File: src/rtl/pgdram_pkg.sv
`timescale 1ns/1ps
package pgdram_pkg;

  typedef enum logic [2:0] {
    ST_IDLE,
    ST_PRE,
    ST_ROWSET,
    ST_ACT,
    ST_COLSET,
    ST_CAS,
    ST_CREC
  } dstate_e;

  // non-idle cycles spent on one access
  function automatic int busy_cycles(input bit hit, input bit was_open,
                                     input int tp, input int tr, input int tc);
    if (hit) return tc + 2;
    return (was_open ? tp : 0) + tr + tc + 3;
  endfunction

endpackage

File: src/rtl/pgdram_rowtrack.sv
`timescale 1ns/1ps
module pgdram_rowtrack #(
  parameter int MOD_W = 3,
  parameter int ROW_W = 9
) (
  input  logic             clk,
  input  logic             rst_n,
  input  logic [MOD_W-1:0] cmp_mod,
  input  logic [ROW_W-1:0] cmp_row,
  input  logic             set_en,
  input  logic [MOD_W-1:0] set_mod,
  input  logic [ROW_W-1:0] set_row,
  input  logic             clr_en,
  output logic             hit,
  output logic             open_valid,
  output logic [MOD_W-1:0] open_mod
);

  logic [ROW_W-1:0] open_row;

  always_ff @(posedge clk) begin
    if (!rst_n) begin
      open_valid <= 1'b0;
      open_mod   <= '0;
      open_row   <= '0;
    end else if (clr_en) begin
      open_valid <= 1'b0;
    end else if (set_en) begin
      open_valid <= 1'b1;
      open_mod   <= set_mod;
      open_row   <= set_row;
    end
  end

  assign hit = open_valid && (cmp_mod == open_mod) && (cmp_row == open_row);

  // a new row is opened only after the previous one was closed
  assert_open_after_close_R5: assert property (@(posedge clk) disable iff (!rst_n)
    set_en |-> !open_valid);

  assert_no_set_clr_R5: assert property (@(posedge clk) disable iff (!rst_n)
    !(set_en && clr_en));

endmodule

File: src/rtl/pgdram_rasdec.sv
`timescale 1ns/1ps
module pgdram_rasdec #(
  parameter int MOD_CNT = 8,
  parameter int MOD_W   = 3
) (
  input  logic             open_valid,
  input  logic [MOD_W-1:0] open_mod,
  output logic [MOD_CNT-1:0] ras_n
);

  for (genvar g = 0; g < MOD_CNT; g++) begin : g_line
    assign ras_n[g] = !(open_valid && (open_mod == MOD_W'(g)));
  end

  always_comb begin
    assert_one_line_R3: assert ($onehot0(~ras_n));
  end

endmodule

File: src/rtl/pgdram_fsm.sv
`timescale 1ns/1ps
module pgdram_fsm
  import pgdram_pkg::*;
#(
  parameter int T_PRE = 2,
  parameter int T_RCD = 2,
  parameter int T_CAS = 2
) (
  input  logic clk,
  input  logic rst_n,
  input  logic go,
  input  logic go_write,
  input  logic row_hit,
  input  logic row_open,
  output logic ready,
  output logic cas_n,
  output logic we_n,
  output logic oe_n,
  output logic drive,
  output logic col_phase,
  output logic cas_last,
  output logic open_set,
  output logic close_row
);

  localparam int TMAX   = (T_PRE > T_RCD) ? ((T_PRE > T_CAS) ? T_PRE : T_CAS)
                                          : ((T_RCD > T_CAS) ? T_RCD : T_CAS);
  localparam int CNT_W  = $clog2(TMAX + 1);
  localparam int BUSY_W = $clog2(T_PRE + T_RCD + T_CAS + 4) + 1;

  dstate_e          state;
  logic [CNT_W-1:0] cnt;
  logic             wr_q;
  logic             hit_q;
  logic             open_q;
  logic [BUSY_W-1:0] busy_cnt;
  logic             cnt_zero;

  assign cnt_zero = (cnt == '0);

  always_ff @(posedge clk) begin
    if (!rst_n) begin
      state  <= ST_IDLE;
      cnt    <= '0;
      wr_q   <= 1'b0;
      hit_q  <= 1'b0;
      open_q <= 1'b0;
    end else begin
      case (state)
        ST_IDLE: if (go) begin
          wr_q   <= go_write;
          hit_q  <= row_hit;
          open_q <= row_open;
          if (row_hit) begin
            state <= ST_COLSET;
          end else if (row_open) begin
            state <= ST_PRE;
            cnt   <= CNT_W'(T_PRE - 1);
          end else begin
            state <= ST_ROWSET;
          end
        end
        ST_PRE: if (cnt_zero) state <= ST_ROWSET;
                else cnt <= cnt - 1'b1;
        ST_ROWSET: begin
          state <= ST_ACT;
          cnt   <= CNT_W'(T_RCD - 1);
        end
        ST_ACT: if (cnt_zero) state <= ST_COLSET;
                else cnt <= cnt - 1'b1;
        ST_COLSET: begin
          state <= ST_CAS;
          cnt   <= CNT_W'(T_CAS - 1);
        end
        ST_CAS: if (cnt_zero) state <= ST_CREC;
                else cnt <= cnt - 1'b1;
        ST_CREC: state <= ST_IDLE;
        default: state <= ST_IDLE;
      endcase
    end
  end

  always_ff @(posedge clk) begin
    if (!rst_n || state == ST_IDLE) busy_cnt <= '0;
    else                            busy_cnt <= busy_cnt + 1'b1;
  end

  assign ready     = (state == ST_IDLE);
  assign col_phase = (state == ST_COLSET) || (state == ST_CAS) || (state == ST_CREC);
  assign cas_n     = !(state == ST_CAS);
  assign drive     = wr_q && col_phase;
  assign we_n      = !drive;
  assign oe_n      = !(!wr_q && state == ST_CAS);
  assign cas_last  = (state == ST_CAS) && cnt_zero;
  assign open_set  = (state == ST_ROWSET);
  assign close_row = ready && go && !row_hit && row_open;

  // access length matches hit / miss / cold case
  assert_busy_len_R4: assert property (@(posedge clk) disable iff (!rst_n)
    (state == ST_CREC) |-> (int'(busy_cnt) + 1 ==
                            busy_cycles(hit_q, open_q, T_PRE, T_RCD, T_CAS)));

  assert_accept_busy_R10: assert property (@(posedge clk) disable iff (!rst_n)
    go |=> !ready);

  assert_we_oe_excl_R9: assert property (@(posedge clk) disable iff (!rst_n)
    !(!we_n && !oe_n));

  assert_cas_follows_colset_R6: assert property (@(posedge clk) disable iff (!rst_n)
    $fell(cas_n) |-> $past(col_phase));

endmodule

File: src/rtl/pgdram_ctrl.sv
`timescale 1ns/1ps
module pgdram_ctrl #(
  parameter int MOD_CNT = 8,
  parameter int ROW_W   = 9,
  parameter int COL_W   = 9,
  parameter int DATA_W  = 8,
  parameter int T_PRE   = 2,
  parameter int T_RCD   = 2,
  parameter int T_CAS   = 2,
  localparam int MOD_W  = (MOD_CNT > 1) ? $clog2(MOD_CNT) : 1,
  localparam int ADDR_W = MOD_W + ROW_W + COL_W,
  localparam int A_W    = (ROW_W > COL_W) ? ROW_W : COL_W
) (
  input  logic               clk,
  input  logic               rst_n,
  input  logic               req_valid,
  output logic               req_ready,
  input  logic               req_write,
  input  logic [ADDR_W-1:0]  req_addr,
  input  logic [DATA_W-1:0]  req_wdata,
  output logic               rsp_valid,
  output logic [DATA_W-1:0]  rsp_rdata,
  output logic [MOD_CNT-1:0] dram_ras_n,
  output logic               dram_cas_n,
  output logic               dram_we_n,
  output logic               dram_oe_n,
  output logic [A_W-1:0]     dram_a,
  output logic [DATA_W-1:0]  dram_dq_out,
  output logic               dram_dq_oe,
  input  logic [DATA_W-1:0]  dram_dq_in
);

  function automatic logic [COL_W-1:0] col_of(input logic [ADDR_W-1:0] a);
    return a[COL_W-1:0];
  endfunction

  function automatic logic [ROW_W-1:0] row_of(input logic [ADDR_W-1:0] a);
    return a[COL_W +: ROW_W];
  endfunction

  function automatic logic [MOD_W-1:0] mod_of(input logic [ADDR_W-1:0] a);
    return a[COL_W + ROW_W +: MOD_W];
  endfunction

  logic             go;
  logic             row_hit;
  logic             row_open;
  logic [MOD_W-1:0] open_mod;
  logic             open_set;
  logic             close_row;
  logic             col_phase;
  logic             cas_last;
  logic             drive;
  logic [MOD_W-1:0] mod_q;
  logic [ROW_W-1:0] row_q;
  logic [COL_W-1:0] col_q;
  logic [DATA_W-1:0] wdata_q;

  assign go = req_valid && req_ready;

  always_ff @(posedge clk) begin
    if (!rst_n) begin
      mod_q   <= '0;
      row_q   <= '0;
      col_q   <= '0;
      wdata_q <= '0;
    end else if (go) begin
      mod_q   <= mod_of(req_addr);
      row_q   <= row_of(req_addr);
      col_q   <= col_of(req_addr);
      wdata_q <= req_wdata;
    end
  end

  pgdram_rowtrack #(.MOD_W(MOD_W), .ROW_W(ROW_W)) u_rowtrack (
    .clk        (clk),
    .rst_n      (rst_n),
    .cmp_mod    (mod_of(req_addr)),
    .cmp_row    (row_of(req_addr)),
    .set_en     (open_set),
    .set_mod    (mod_q),
    .set_row    (row_q),
    .clr_en     (close_row),
    .hit        (row_hit),
    .open_valid (row_open),
    .open_mod   (open_mod)
  );

  pgdram_fsm #(.T_PRE(T_PRE), .T_RCD(T_RCD), .T_CAS(T_CAS)) u_fsm (
    .clk       (clk),
    .rst_n     (rst_n),
    .go        (go),
    .go_write  (req_write),
    .row_hit   (row_hit),
    .row_open  (row_open),
    .ready     (req_ready),
    .cas_n     (dram_cas_n),
    .we_n      (dram_we_n),
    .oe_n      (dram_oe_n),
    .drive     (drive),
    .col_phase (col_phase),
    .cas_last  (cas_last),
    .open_set  (open_set),
    .close_row (close_row)
  );

  pgdram_rasdec #(.MOD_CNT(MOD_CNT), .MOD_W(MOD_W)) u_rasdec (
    .open_valid (row_open),
    .open_mod   (open_mod),
    .ras_n      (dram_ras_n)
  );

  assign dram_a      = col_phase ? A_W'(col_q) : A_W'(row_q);
  assign dram_dq_out = wdata_q;
  assign dram_dq_oe  = drive;

  always_ff @(posedge clk) begin
    if (!rst_n) begin
      rsp_valid <= 1'b0;
      rsp_rdata <= '0;
    end else begin
      rsp_valid <= cas_last && !dram_oe_n;
      if (cas_last && !dram_oe_n) rsp_rdata <= dram_dq_in;
    end
  end

  assert_cas_under_ras_R6: assert property (@(posedge clk) disable iff (!rst_n)
    !dram_cas_n |-> (dram_ras_n != '1));

  assert_rsp_after_cas_R8: assert property (@(posedge clk) disable iff (!rst_n)
    rsp_valid |-> (dram_cas_n && !$past(dram_cas_n)));

  assert_rsp_single_R8: assert property (@(posedge clk) disable iff (!rst_n)
    rsp_valid |=> !rsp_valid);

  assert_wdata_held_R7: assert property (@(posedge clk) disable iff (!rst_n)
    (dram_dq_oe && $past(dram_dq_oe)) |-> $stable(dram_dq_out));

  assert_ras_steady_in_col_R4: assert property (@(posedge clk) disable iff (!rst_n)
    (col_phase && $past(col_phase)) |-> $stable(dram_ras_n));

endmodule

File: config.mk
export PLATFORM = sky130hd
export DESIGN_NAME = pgdram_ctrl
export DESIGN_NICKNAME = d
export VERILOG_FILES = /design/src/rtl/pgdram_pkg.sv /design/src/rtl/pgdram_rowtrack.sv /design/src/rtl/pgdram_rasdec.sv /design/src/rtl/pgdram_fsm.sv /design/src/rtl/pgdram_ctrl.sv
export SDC_FILE = /design/constraint.sdc
export NUM_CORES = 1
export LEC_CHECK = 0
export BUFFER_PORTS_ARGS = -buffer_cell sky130_fd_sc_hd__buf_2
export CORE_ASPECT_RATIO = 0.5
export CORE_MARGIN = 10
export CORE_UTILIZATION = 50
export DETAILED_ROUTE_END_ITERATION = 8
export HOLD_SLACK_MARGIN = 0.1
export PLACE_DENSITY = 0.83
export SETUP_SLACK_MARGIN = 0.3
export SKIP_CTS_REPAIR_TIMING = 1
export SLEW_MARGIN = 0
export SYNTH_ARGS = -nofsm -noshare
export SYNTH_HDL_FRONTEND = slang
export SYNTH_SLANG_ARGS = --single-unit
File: constraint.sdc
create_clock -name clk -period 3.3 [get_ports clk]
set_clock_uncertainty 0.15 [all_clocks]
set_input_delay 0.33 -clock clk [delete_from_list [all_inputs] [get_ports clk]]
set_output_delay 0.33 -clock clk [all_outputs]
set_load 0.01 [all_outputs]
==> impl_results.rst <==
.. list-table::
   :header-rows: 1

   * - Metric
     - Value
   * - Nets@finish
     - 433
   * - Overall overflow remaining after global route
     - 0
   * - Min Clock Period, post-route
     - 2.33 ns
   * - Fraction of final layout cells with drive strength greater than 1
     - 0.293
   * - Commonest non-fill, non-tap cells in the layout
     - sky130_fd_sc_hd__nand2_1 (95), sky130_fd_sc_hd__buf_2 (79), sky130_fd_sc_hd__dfxtp_1 (57)
   * - Final setup viols
     - 0
   * - Diodes inserted
     - 0
   * - Detailed-route wire length
     - 7360 µm
   * - Area Overhead vs Synth
     - 32.7%
   * - Port buffer count
     - 79
   * - Biggest area contributors in the synthesized netlist
     - sky130_fd_sc_hd__dfxtp_1 (46%), sky130_fd_sc_hd__nand2_1 (14%), sky130_fd_sc_hd__a21oi_1 (7.8%), sky130_fd_sc_hd__xor2_1 (4.2%), sky130_fd_sc_hd__mux2_2 (4.1%)
   * - Clock root cell
     - sky130_fd_sc_hd__clkbuf_8
   * - Post-synthesis net count
     - 344
   * - Worst slew slack as a fraction of its limit
     - 0.304
   * - Pin count of the biggest net entering global routing
     - 33
   * - Count of yosys warnings during synthesis
     - 0
   * - Clock latency on the worst-skew pair
     - 0.33 ns
   * - Slowest library cell on the worst path
     - sky130_fd_sc_hd__dfxtp_1
   * - Antenna violations before repair
     - 0
   * - Worst IR Drop VDD
     - 483 µV
   * - Die X
     - 120 µm
   * - Mapped Avg Cell Area
     - 8.28 µm²
   * - Synth area leader
     - sky130_fd_sc_hd__dfxtp_1
   * - ANT nets after route
     - 0
   * - Initial DRT Pass Iterations
     - 4
   * - Synth Cell Area
     - 2500 µm²
   * - Average routed wire per standard cell
     - 15.8 µm
   * - Post-layout power
     - 2.36 mW
   * - Number of levels in the clock H-tree
     - 3
   * - Number of library cell types mapped by synthesis
     - 40
   * - Via count of the first global-routing pass
     - 2296
   * - Number of hold violations in the final report
     - 0
   * - Post-route clock period utilization
     - 0.706
   * - All-layer global routing usage
     - 0.162
   * - Total of flip-flops plus latches after synthesis
     - 57
   * - Initial DRC count
     - 248
   * - Clock slew at the register clock pins of the worst setup and hold paths
     - 0.06 ns
   * - Leading cell type in the layout, fill and taps excluded
     - sky130_fd_sc_hd__nand2_1
   * - Crit-path cells
     - a21boi_0, buf_4, mux2_2, buf_2
   * - Leakage Power
     - 1.41 nW
   * - Part of the Yosys area used for sequential elements
     - 0.456
   * - Number of top-level pins
     - 80
   * - Total power per unit cell area
     - 710 nW/µm²
   * - Critical path arrival
     - 1.85 ns
   * - Final HPWL from detailed placement
     - 4700 µm
   * - TNS Setup
     - 0 ns
   * - Largest stage delay on the critical path
     - 0.53 ns
   * - Total die area
     - 8400 µm²
   * - Row count
     - 18
   * - Number of CTS-inserted buffers
     - 9
   * - Dominant delay contributor by cell family on the critical path
     - flip-flops
   * - Post-detailed-route DRC marker count
     - 0
   * - Worst setup path category
     - reg2out
   * - First-pass GRT wire length
     - 11200 µm
   * - Worst setup EP type
     - output pin
   * - Via total after detailed routing
     - 2416
   * - Status
     - complete, no violations
   * - Max Root-Sink Buffers
     - 2
   * - Worst endpoint required time
     - 2.82 ns
   * - Number of clock sinks
     - 57
   * - Kind of start point of the critical path
     - flop
   * - WP buf/inv
     - 2
   * - RSZ-0062 raised after global routing
     - false
   * - Area share of the leading cell type in the synthesized netlist
     - 0.456
   * - Worst hold path class
     - in2reg
   * - Floorplan die height
     - 70.0 µm
   * - Placer Congestion
     - 0.786
   * - Cell count after synthesis
     - 302
   * - Peak clock frequency supported by timing
     - 0.429 GHz
   * - Worst-margin pin slew
     - 1.04 ns
   * - Final Slew Violations
     - 0
   * - TritonCTS clock tree
     - yes
   * - Area of the core region
     - 4890 µm²
   * - Initial core utilization
     - 0.512
   * - Top fanout value on the critical path
     - 10
   * - Max Cap Violations
     - 0
   * - Ratio of routed vias to standard cells
     - 5.18
[through the flow]
step | worst slack [ns] | instances | hold slack [ns] | area [µm²] | util
finish | 0.971 | 466 | 0.0847 | 3320 | 0.679
detailed placement | 1.15 | 434 | 0.296 | 2920 | 0.597
global placement | 1.22 | 434 | 0.287 | 2920 | 0.597
floorplan | 1.60 | 302 | 0.282 | 2500 | -
CTS | 0.972 | 450 | 0.0656 | 3160 | 0.646
global route | 0.908 | 466 | 0.105 | 3320 | 0.679
[logic make-up (layout without fill, tap and decap cells)]
logic type / Yosys count / after routing / share of synthesized area
AOI/OAI and AO/OA: 55 / 55 / 0.130
xor gates and xnor gates: 12 / 12 / 0.0420
adders and majority gates: 1 / 1 / 0.00500
buffers and inverters: 25 / 119 / 0.0440
DFF: 57 / 57 / 0.456
muxes: 17 / 17 / 0.0725
and+or+nand+nor: 135 / 135 / 0.250
[metal layers]
| metal | vias to the layer above | track usage | wire (µm) |
|---|---|---|---|
| li1 | 1180 | - | - |
| met1 | 1143 | 0.180 | 2810 |
| met2 | 77 | 0.286 | 3990 |
| met3 | 16 | 0.0626 | 417 |
| met4 | 0 | 0.0399 | 140 |
| met5 | - | 0 | 0 |
[power by group]
group	total (mW)	internal [mW]	leakage, nW	switching [mW]
clock network	0.790	0.501	0.115	0.289
logic	0.647	0.250	0.835	0.397
registers	0.920	0.800	0.464	0.120
[synth_stat cells (all sizes together)]
| cell type | instances |
|---|---|
| nand2 | 96 |
| dfxtp | 57 |
| a21oi | 39 |
| clkbuf | 12 |
| nor2 | 12 |
| xor2 | 12 |
| mux2 | 9 |
| buf | 8 |
| mux2i | 8 |
| nand3 | 7 |
| a21boi | 5 |
| inv | 4 |
| nor2b | 4 |
| nor4 | 4 |
| o21ai | 3 |
| and2 | 2 |
| nand3b | 2 |
| nor3 | 2 |
| a21o | 1 |
| a31oi | 1 |
| a41oi | 1 |
| and3b | 1 |
| and4b | 1 |
| clkinv | 1 |
| ha | 1 |
| nand2b | 1 |
| nand4 | 1 |
| nor4b | 1 |
| o21bai | 1 |
| o2bb2ai | 1 |
| o31a | 1 |
| o31ai | 1 |
| o41ai | 1 |
| or2 | 1 |
[path summary, 6_finish.rpt]
check                  from           end  slack, ns  depth (start not counted)
min reg2reg        col_q[2]      col_q[2]       0.31                          2
min               req_write    u_fsm.wr_q       0.08                          3
max reg2reg  u_fsm.state[0]  u_fsm.cnt[1]       1.13                          5
max          u_fsm.state[2]     dram_a[5]       0.97                          4
[worst min-delay path: stages]
cell,delay (ns)
sky130_fd_sc_hd__buf_2,0.09
sky130_fd_sc_hd__nand2_1,0.04
sky130_fd_sc_hd__a21oi_1,0.05
[state kept, by name (all words and copies together), names as in the netlist]
register and flops:
u_fsm.wr_q 1, u_rowtrack.open_mod 3, u_rowtrack.open_valid 1, u_fsm.state 3, col_q 9, rsp_rdata 8
row_q 9, dram_dq_out 8, u_rowtrack.open_row 9, u_fsm.cnt 2, mod_q 3, rsp_valid 1
[final cells by class]
type / instances / area, µm²
clock inverters: 7 / 119
flip-flops and latches: 57 / 1140
fillers: 380 / 1570
repair buffers: 98 / 578
clock buffers: 9 / 124
multi-input cells: 220 / 1250
inverters: 5 / 18.8
well taps: 70 / 87.6
(Power assumes the default switching activity.)
